File: src/rtl/itmr_pkg.sv
package itmr_pkg;
    localparam int CNT_W      = 8;
    localparam int SEL_W      = 3;
    localparam int BASE_SHIFT = 4;
    localparam int ALT_SHIFT  = 10;
    localparam int PRE_W      = BASE_SHIFT + (1 << SEL_W) - 1;
    localparam logic [SEL_W-1:0] SEL_RST = 3'd5;

    typedef enum logic {
        SRC_SYS  = 1'b0,
        SRC_RING = 1'b1
    } src_e;

    typedef struct packed {
        logic restart;  // wake event: also drops the done flag
        logic zero;     // clear event: counter and prescaler only
    } ctl_t;

    // Terminal prescaler value for a source and ratio encoding.
    function automatic logic [PRE_W-1:0] top_of(src_e s, logic [SEL_W-1:0] sel);
        int unsigned sh;
        sh = (s == SRC_RING) ? ALT_SHIFT : BASE_SHIFT + int'(sel);
        return PRE_W'((32'd1 << sh) - 32'd1);
    endfunction
endpackage

File: src/rtl/itmr_prescaler.sv
module itmr_prescaler
    import itmr_pkg::*;
#(
    parameter int P_W = PRE_W,
    parameter int S_W = SEL_W
) (
    input  logic           clk,
    input  logic           rst,
    input  src_e           src,
    input  logic [S_W-1:0] sel,
    input  logic           ring_tick,
    input  logic           flush,
    output logic           tick
);
    logic [P_W-1:0] pre;
    logic [P_W-1:0] limit;
    logic           step;
    logic           at_top;

    always_comb begin
        limit  = P_W'(top_of(src, SEL_W'(sel)));
        step   = (src == SRC_RING) ? ring_tick : 1'b1;
        at_top = (pre >= limit);
        tick   = step && at_top && !flush;
    end

    always_ff @(posedge clk) begin
        if (rst || flush) begin
            pre <= '0;
        end else if (step) begin
            pre <= at_top ? '0 : pre + 1'b1;
        end
    end
endmodule

File: src/rtl/itmr_counter.sv
module itmr_counter #(
    parameter int C_W = 8
) (
    input  logic           clk,
    input  logic           rst,
    input  logic           flush,
    input  logic           tick,
    output logic [C_W-1:0] value,
    output logic           wrap
);
    assign wrap = tick && (value == {C_W{1'b1}});

    always_ff @(posedge clk) begin
        if (rst || flush) begin
            value <= '0;
        end else if (tick) begin
            value <= value + 1'b1;
        end
    end
endmodule

File: src/rtl/itmr_status.sv
module itmr_status
    import itmr_pkg::*;
(
    input  logic clk,
    input  logic rst,
    input  ctl_t ctl,
    input  logic wrap,
    output logic done,
    output logic irq
);
    always_ff @(posedge clk) begin
        if (rst || ctl.restart) begin
            done <= 1'b0;
            irq  <= 1'b0;
        end else begin
            irq <= wrap;
            if (wrap) begin
                done <= 1'b1;
            end
        end
    end
endmodule

File: src/rtl/itmr_top.sv
module itmr_top
    import itmr_pkg::*;
#(
    parameter int CW = CNT_W,
    parameter int SW = SEL_W
) (
    input  logic          clk,
    input  logic          rst,
    input  logic [SW-1:0] div_sel,
    input  logic          sel_load,
    input  logic          alt_src,
    input  logic          ring_tick,
    input  logic          stop_wake,
    input  logic          clr,
    output logic          stab_done,
    output logic          irq,
    output logic [CW-1:0] count
);
    localparam int PW = BASE_SHIFT + (1 << SW) - 1;

    logic [SW-1:0] ratio_q;
    ctl_t          ctl;
    src_e          src;
    logic          flush;
    logic          tick;
    logic          wrap;

    always_ff @(posedge clk) begin
        if (rst) begin
            ratio_q <= SW'(SEL_RST);
        end else if (sel_load) begin
            ratio_q <= div_sel;
        end
    end

    always_comb begin
        ctl.restart = stop_wake;
        ctl.zero    = clr;
        flush       = ctl.restart | ctl.zero;
        src         = alt_src ? SRC_RING : SRC_SYS;
    end

    itmr_prescaler #(.P_W(PW), .S_W(SW)) u_pre (
        .clk(clk), .rst(rst), .src(src), .sel(ratio_q),
        .ring_tick(ring_tick), .flush(flush), .tick(tick)
    );

    itmr_counter #(.C_W(CW)) u_cnt (
        .clk(clk), .rst(rst), .flush(flush), .tick(tick),
        .value(count), .wrap(wrap)
    );

    itmr_status u_stat (
        .clk(clk), .rst(rst), .ctl(ctl), .wrap(wrap),
        .done(stab_done), .irq(irq)
    );
endmodule

File: config.mk
export PLATFORM = sky130hd
export DESIGN_NAME = itmr_top
export DESIGN_NICKNAME = d
export VERILOG_FILES = /design/src/rtl/itmr_pkg.sv /design/src/rtl/itmr_prescaler.sv /design/src/rtl/itmr_counter.sv /design/src/rtl/itmr_status.sv /design/src/rtl/itmr_top.sv
export SDC_FILE = /design/constraint.sdc
export NUM_CORES = 1
export LEC_CHECK = 0
export BUFFER_PORTS_ARGS = -buffer_cell sky130_fd_sc_hd__buf_2
export CAP_MARGIN = 25
export CORE_MARGIN = 2
export CORE_UTILIZATION = 50
export CTS_BUF_LIST = sky130_fd_sc_hd__clkbuf_4 sky130_fd_sc_hd__clkbuf_8
export CTS_CLUSTER_SIZE = 25
export DETAILED_ROUTE_END_ITERATION = 6
export PLACE_DENSITY = 0.74
export SLEW_MARGIN = 20
export SYNTH_ARGS = -nofsm -noshare
export SYNTH_HDL_FRONTEND = slang
export SYNTH_SLANG_ARGS = --single-unit
export TNS_END_PERCENT = 20
File: constraint.sdc
create_clock -name clk -period 2.55 [get_ports clk]
set_input_delay 0.51 -clock clk [delete_from_list [all_inputs] [get_ports clk]]
set_output_delay 0.51 -clock clk [all_outputs]
set_load 0.02 [all_outputs]
==> results of run 1 <==
critical path: stages (launching register included):
cell and delay (ns):
dfxtp_1 0.35, buf_4 0.15, nor4_1 0.38, ha_1 0.22, a211oi_1 0.05, o21bai_1 0.21, or2_1 0.20, o21ai_4 0.10
buf_4 0.16, or3_1 0.34, a21oi_1 0.15
final timing paths:
check / from / endpoint / slack (ns) / depth (start not counted)
worst max register to register: ratio_q[0] / u_cnt.value[3] / 0.19 / 10
worst min-delay path: div_sel[0] / ratio_q[0] / 0.39 / 2
worst min register to register: u_stat.done / u_stat.done / 0.46 / 1
worst max-delay path: ratio_q[0] / u_cnt.value[3] / 0.19 / 10
state kept, by name (all words and copies together) (netlist names):
register	flops
u_pre.pre	11
u_stat.done	1
u_stat.irq	1
ratio_q	3
u_cnt.value	8
cell usage in the layout, fill, tap and decap left out, drive strengths merged, types with 3 or more instances in the layout:
master | netlist | layout
nor2 | 18 | 18
nand4 | 7 | 7
nand3 | 7 | 7
or3 | 5 | 5
nand2 | 10 | 10
o211ai | 3 | 3
nor3 | 4 | 4
xor2 | 6 | 6
ha | 14 | 14
buf | 2 | 27
o21ai | 7 | 7
nor2b | 5 | 5
clkbuf | 1 | 3
xnor2 | 5 | 5
dfxtp | 24 | 24
conb | 2 | 4
inv | 4 | 4
a21oi | 12 | 12
kinds of logic after synthesis:
logic type,share of synthesized area
fa+ha+maj,0.127
xor+xnor,0.0696
compound gates,0.160
other cells,0.00543
buf+inv,0.0298
flops,0.347
mux,0.0145
simple gates,0.247
area by class of cell:
cell class	count	area, µm²	share of cell area
multi-input combinational	132	877	0.542
sequential	24	480	0.297
timing repair buffer	27	155	0.0958
tap	31	38.8	0.0240
clock inverter	1	30.0	0.0185
clock buffer	3	22.5	0.0139
inverter	4	15.0	0.00927
metal layers:
metal  vias to the layer above  share of wire
met5                         -              0
met4                         0         0.0057
met3                         2          0.027
met2                        17           0.50
met1                       585           0.46
li1                        636              -
through the flow:
step,worst slack (ns),instances,instance area [µm²],hold slack [ns]
after detailed placement,-0.0741,218,1560,0.436
final,0.191,222,1620,0.389
after CTS,0.164,222,1610,0.380
after global placement,-0.00786,218,1560,0.431
after global routing,0.0489,222,1620,0.383
after floorplan,0.123,163,1390,0.478
power by group:
part           leakage, nW  switching [mW]  internal [mW]  total, mW
Clock               0.0279           0.116          0.159      0.274
Combinational        0.473          0.0329         0.0308     0.0637
Sequential           0.194         0.00525          0.379      0.384
==> reports/results.txt, run 1 <==
CTS Sinks - 24
clock skew - 0.00792 ns
CP startpoint kind - flop
max-cap viol count - 0
worst-path fanout max - 8
Post-Route Setup TNS - 0 ns
first-pass GRT wire length - 4900 µm
Diodes inserted - 0
status - finished clean
Post-CTS Resized - 0
M1 GR Usage - 0.243
number of global-route vias before repair - 1127
Setup Buffers After CTS - 0
YS warnings - 0
Initial DRT Pass Iterations - 4
Critical Path AT - 2.61 ns
share of layout cells above drive strength 1 - 0.183
Seq/Total Area, Yosys - 0.347
fill count - 244
Rows - 19
clock slew at reported path FFs - 0.14 ns
Worst IR Drop VDD - 324 µV
Total Power - 0.722 mW
grt total ovfl - 0
largest net degree at the start of global routing - 15
core footprint - 2690 µm²
Final Max Tran Viols - 0
busiest grt layer - met2
Layout Utilization - 0.603
Yosys cell types - 37
Layout Area Growth over Synthesis - 17.0%
cell with the most instances after synthesis - dfxtp_1
Via density - 5.59
clock tree buffer depth - 2
Die Height - 56.6 µm
minimum clock period - 2.36 ns
hold_buf cts - 0
most used flip-flop cell after synthesis - dfxtp_1
die area - 3200 µm²
Final setup viols - 0
Clock Latency Late Sink - 0.31 ns
GR Util All Layers - 0.191
H-tree levels - 1
asr flop ratio synth - 0
CTS tree - done
Mapped Cells - 161
Critical Path End Type - flop
buffers added on ports - 19
share of Yosys cell area claimed by the top area cell type - 0.347
initial antenna violation count - 0
Routed Antenna Nets - 0
CTS buffer count - 3
leakage power - 0.695 nW
Root Driver - clkbuf_4
Post-synth EDFFs - 0
GR Util met3 - 0.0276
DRC violations left - 0
GR Util met2 - 0.329
syn avg cell area - 8.60 µm²
final hold vios - 0
First DRT Iteration DRCs - 27
final wirelength - 2790 µm
Req. time, crit path - 2.80 ns
starting density of the core - 0.515
Die X - 56.6 µm
synthesized cell area - 1380 µm²
Final Net Count - 216
Power Density - 446 nW/µm²
routed len/inst - 12.6 µm
HP Class - primary input to flop
#FFs+latches synth - 24
top post-synthesis cells by area - dfxtp_1 35%, ha_1 13%, nor2_1 4.9%
RSZ-0062 raised after global routing - no
WS Path Type - flop to flop
area leader, netlist - dfxtp_1
fmax - 0.424 GHz
detailed placer's ending HPWL - 2250 µm
global placement routability congestion - 0.741
top cells by count, synth - 24 x dfxtp_1, 18 x nor2_1, 14 x ha_1
crit share post-route - 0.925
IO Pins - 20
via count - 1240
Note: power is estimated with default switching activity, not from simulation.
==> run 2: changes to the inputs <==
- BUFFER_PORTS_ARGS: -buffer_cell sky130_fd_sc_hd__buf_2 -> not set
- DONT_BUFFER_PORTS: not set -> 1
- PLACE_DENSITY: 0.74 -> 0.68
==> reports/results.txt, run 2 (synthesized netlist as in run 1, its figures left out) <==
dpl cell area - 1420 µm² (was 1560 µm²)
starting density of the core - 0.515 (unchanged)
clock slew at reported path FFs - 0.13 ns (was 0.14 ns)
Setup Buffers After CTS - 0 (unchanged)
Final Instance Area - 1470 µm² (was 1620 µm²)
leakage power - 0.569 nW (was 0.695 nW)
CTS tree - done (unchanged)
buffers added on ports - 0 (was 19)
share of layout cells above drive strength 1 - 0.0602 (was 0.183)
Final Net Count - 191 (was 216)
global placement routability congestion - 0.776 (was 0.741)
HP Class - primary input to flop (unchanged)
Die X - 56.6 µm (unchanged)
area occupied by registers - 480 µm² (unchanged)
Final Max Tran Viols - 0 (unchanged)
Layout Area Growth over Synthesis - 5.88% (was 17.0%)
status - finished clean (unchanged)
logic gate share of total power - 0.078 (was 0.088)
fmax - 0.421 GHz (was 0.424 GHz)
CTS buffer count - 3 (unchanged)
Die Height - 56.6 µm (unchanged)
CTS Sinks - 24 (unchanged)
Critical Path AT - 2.63 ns (was 2.61 ns)
crit share post-route - 0.931 (was 0.925)
leading registers by flop count - u_pre.pre (11), u_cnt.value (8), ratio_q (3) (unchanged)
fill count - 259 (was 244)
first-pass GRT wire length - 4740 µm (was 4900 µm)
routed len/inst - 14.3 µm (was 12.6 µm)
First DRT Iteration DRCs - 42 (was 27)
register name with the most flops - u_pre.pre (unchanged)
internal cell power - 0.489 mW (was 0.569 mW)
clock tree buffer depth - 2 (unchanged)
H-tree levels - 1 (unchanged)
number of global-route vias before repair - 1088 (was 1127)
Worst IR Drop VDD - 281 µV (was 324 µV)
Final setup viols - 0 (unchanged)
Switching Fraction - 0.227 (was 0.213)
multi-input combinational cell area - 877 µm² (unchanged)
Clock Latency Late Sink - 0.31 ns (about the same)
initial antenna violation count - 1 (was 0)
Power Density - 431 nW/µm² (was 446 nW/µm²)
max reg flops - 11 (unchanged)
cell count after placement - 193 (was 218)
final wirelength - 2830 µm (was 2790 µm)
largest net degree at the start of global routing - 14 (was 15)
clock skew - 0.00504 ns (was 0.00792 ns)
via count - 1171 (was 1240)
max-cap viol count - 0 (unchanged)
DRC violations left - 0 (unchanged)
core footprint - 2690 µm² (unchanged)
CP startpoint kind - flop (unchanged)
clock share of power - 0.314 (was 0.380)
Rows - 19 (unchanged)
worst-path fanout max - 7 (was 8)
final non-filler cell total - 198 (was 222)
Critical Path End Type - flop (unchanged)
most frequent cells in the layout - 24 x dfxtp_1, 18 x nor2_1, 14 x ha_1, 10 x a21oi_1, 10 x nand2_1 (was 24 x dfxtp_1, 19 x buf_2, 18 x nor2_1, 14 x ha_1)
die area - 3200 µm² (unchanged)
switching pwr - 0.143 mW (was 0.154 mW)
commonest non-fill, non-tap cell in the layout - dfxtp_1 (unchanged)
final hold vios - 0 (unchanged)
sequential share of power - 0.608 (was 0.532)
Hold Slack - 0.252 ns (was 0.389 ns)
grt total ovfl - 0 (unchanged)
GR Util All Layers - 0.189 (was 0.191)
minimum clock period - 2.37 ns (was 2.36 ns)
Initial DRT Pass Iterations - 4 (unchanged)
detailed placer's ending HPWL - 2290 µm (was 2250 µm)
IO Pins - 20 (unchanged)
Routed Antenna Nets - 0 (unchanged)
Via density - 5.91 (was 5.59)
Req. time, crit path - 2.81 ns (was 2.80 ns)
Root Driver - clkbuf_4 (unchanged)
WS Path Type - flop to flop (unchanged)
## run 2: final cells by class
class                           count  share of cell area
Inverter                            4              0.0102
Clock buffer                        4              0.0248
Tap cell                           31              0.0265
Multi-Input combinational cell    132               0.599
Antenna cell                        1             0.00171
Timing Repair Buffer                2              0.0102
Sequential cell                    24               0.328
## run 2: per-stage QoR
stage	setup WS (ns)	setup TNS [ns]	power, mW	utilization
final	0.175	0	0.632	0.545
after global routing	-0.0118	-0.0338	0.666	0.545
after CTS	0.187	0	0.642	0.542
after detailed placement	0.0722	0	0.441	0.528
after global placement	0.110	0	0.438	0.528
after floorplan	0.123	0	0.433	-
## run 2: timing repair
action,4_1_cts,5_1_grt
endpoints found under the setup margin,0,8
hold buffers,0,0
resized for setup,0,1
## run 2: power groups by stage
stage | logic (mW) | clock network [mW] | registers, mW
after floorplan | 0.0411 | 0 | 0.392
after global placement | 0.0459 | 0 | 0.392
after detailed placement | 0.0482 | 0 | 0.392
after CTS | 0.0484 | 0.209 | 0.384
after global routing | 0.0565 | 0.224 | 0.385
final | 0.0493 | 0.199 | 0.384
## run 2: worst max-delay path: stages, from the launching register on
cell      delay [ns]
dfxtp_1         0.46
a21oi_1         0.13
nand2b_1        0.16
ha_1            0.31
nand2_1         0.07
o21a_1          0.22
a21oi_2         0.21
o21ai_4         0.11
or4_1           0.50
a21oi_1         0.14
## run 2: worst paths after layout
check / start / endpoint / slack [ns] / depth (start not counted)
setup / recovery: ratio_q[1] / u_cnt.value[7] / 0.18 / 9
hold / removal: rst / ratio_q[1] / 0.25 / 1
setup reg to reg: ratio_q[1] / u_cnt.value[7] / 0.18 / 9
hold reg to reg: u_pre.pre[2] / u_pre.pre[2] / 0.53 / 2
## run 2: routing by layer
metal | vias to the layer above | global-route usage | wire length, µm
li1 | 588 | - | -
met1 | 558 | 0.227 | 1250
met2 | 23 | 0.317 | 1360
met3 | 2 | 0.0760 | 201
met4 | 0 | 0.0408 | 14
met5 | - | 0 | 0
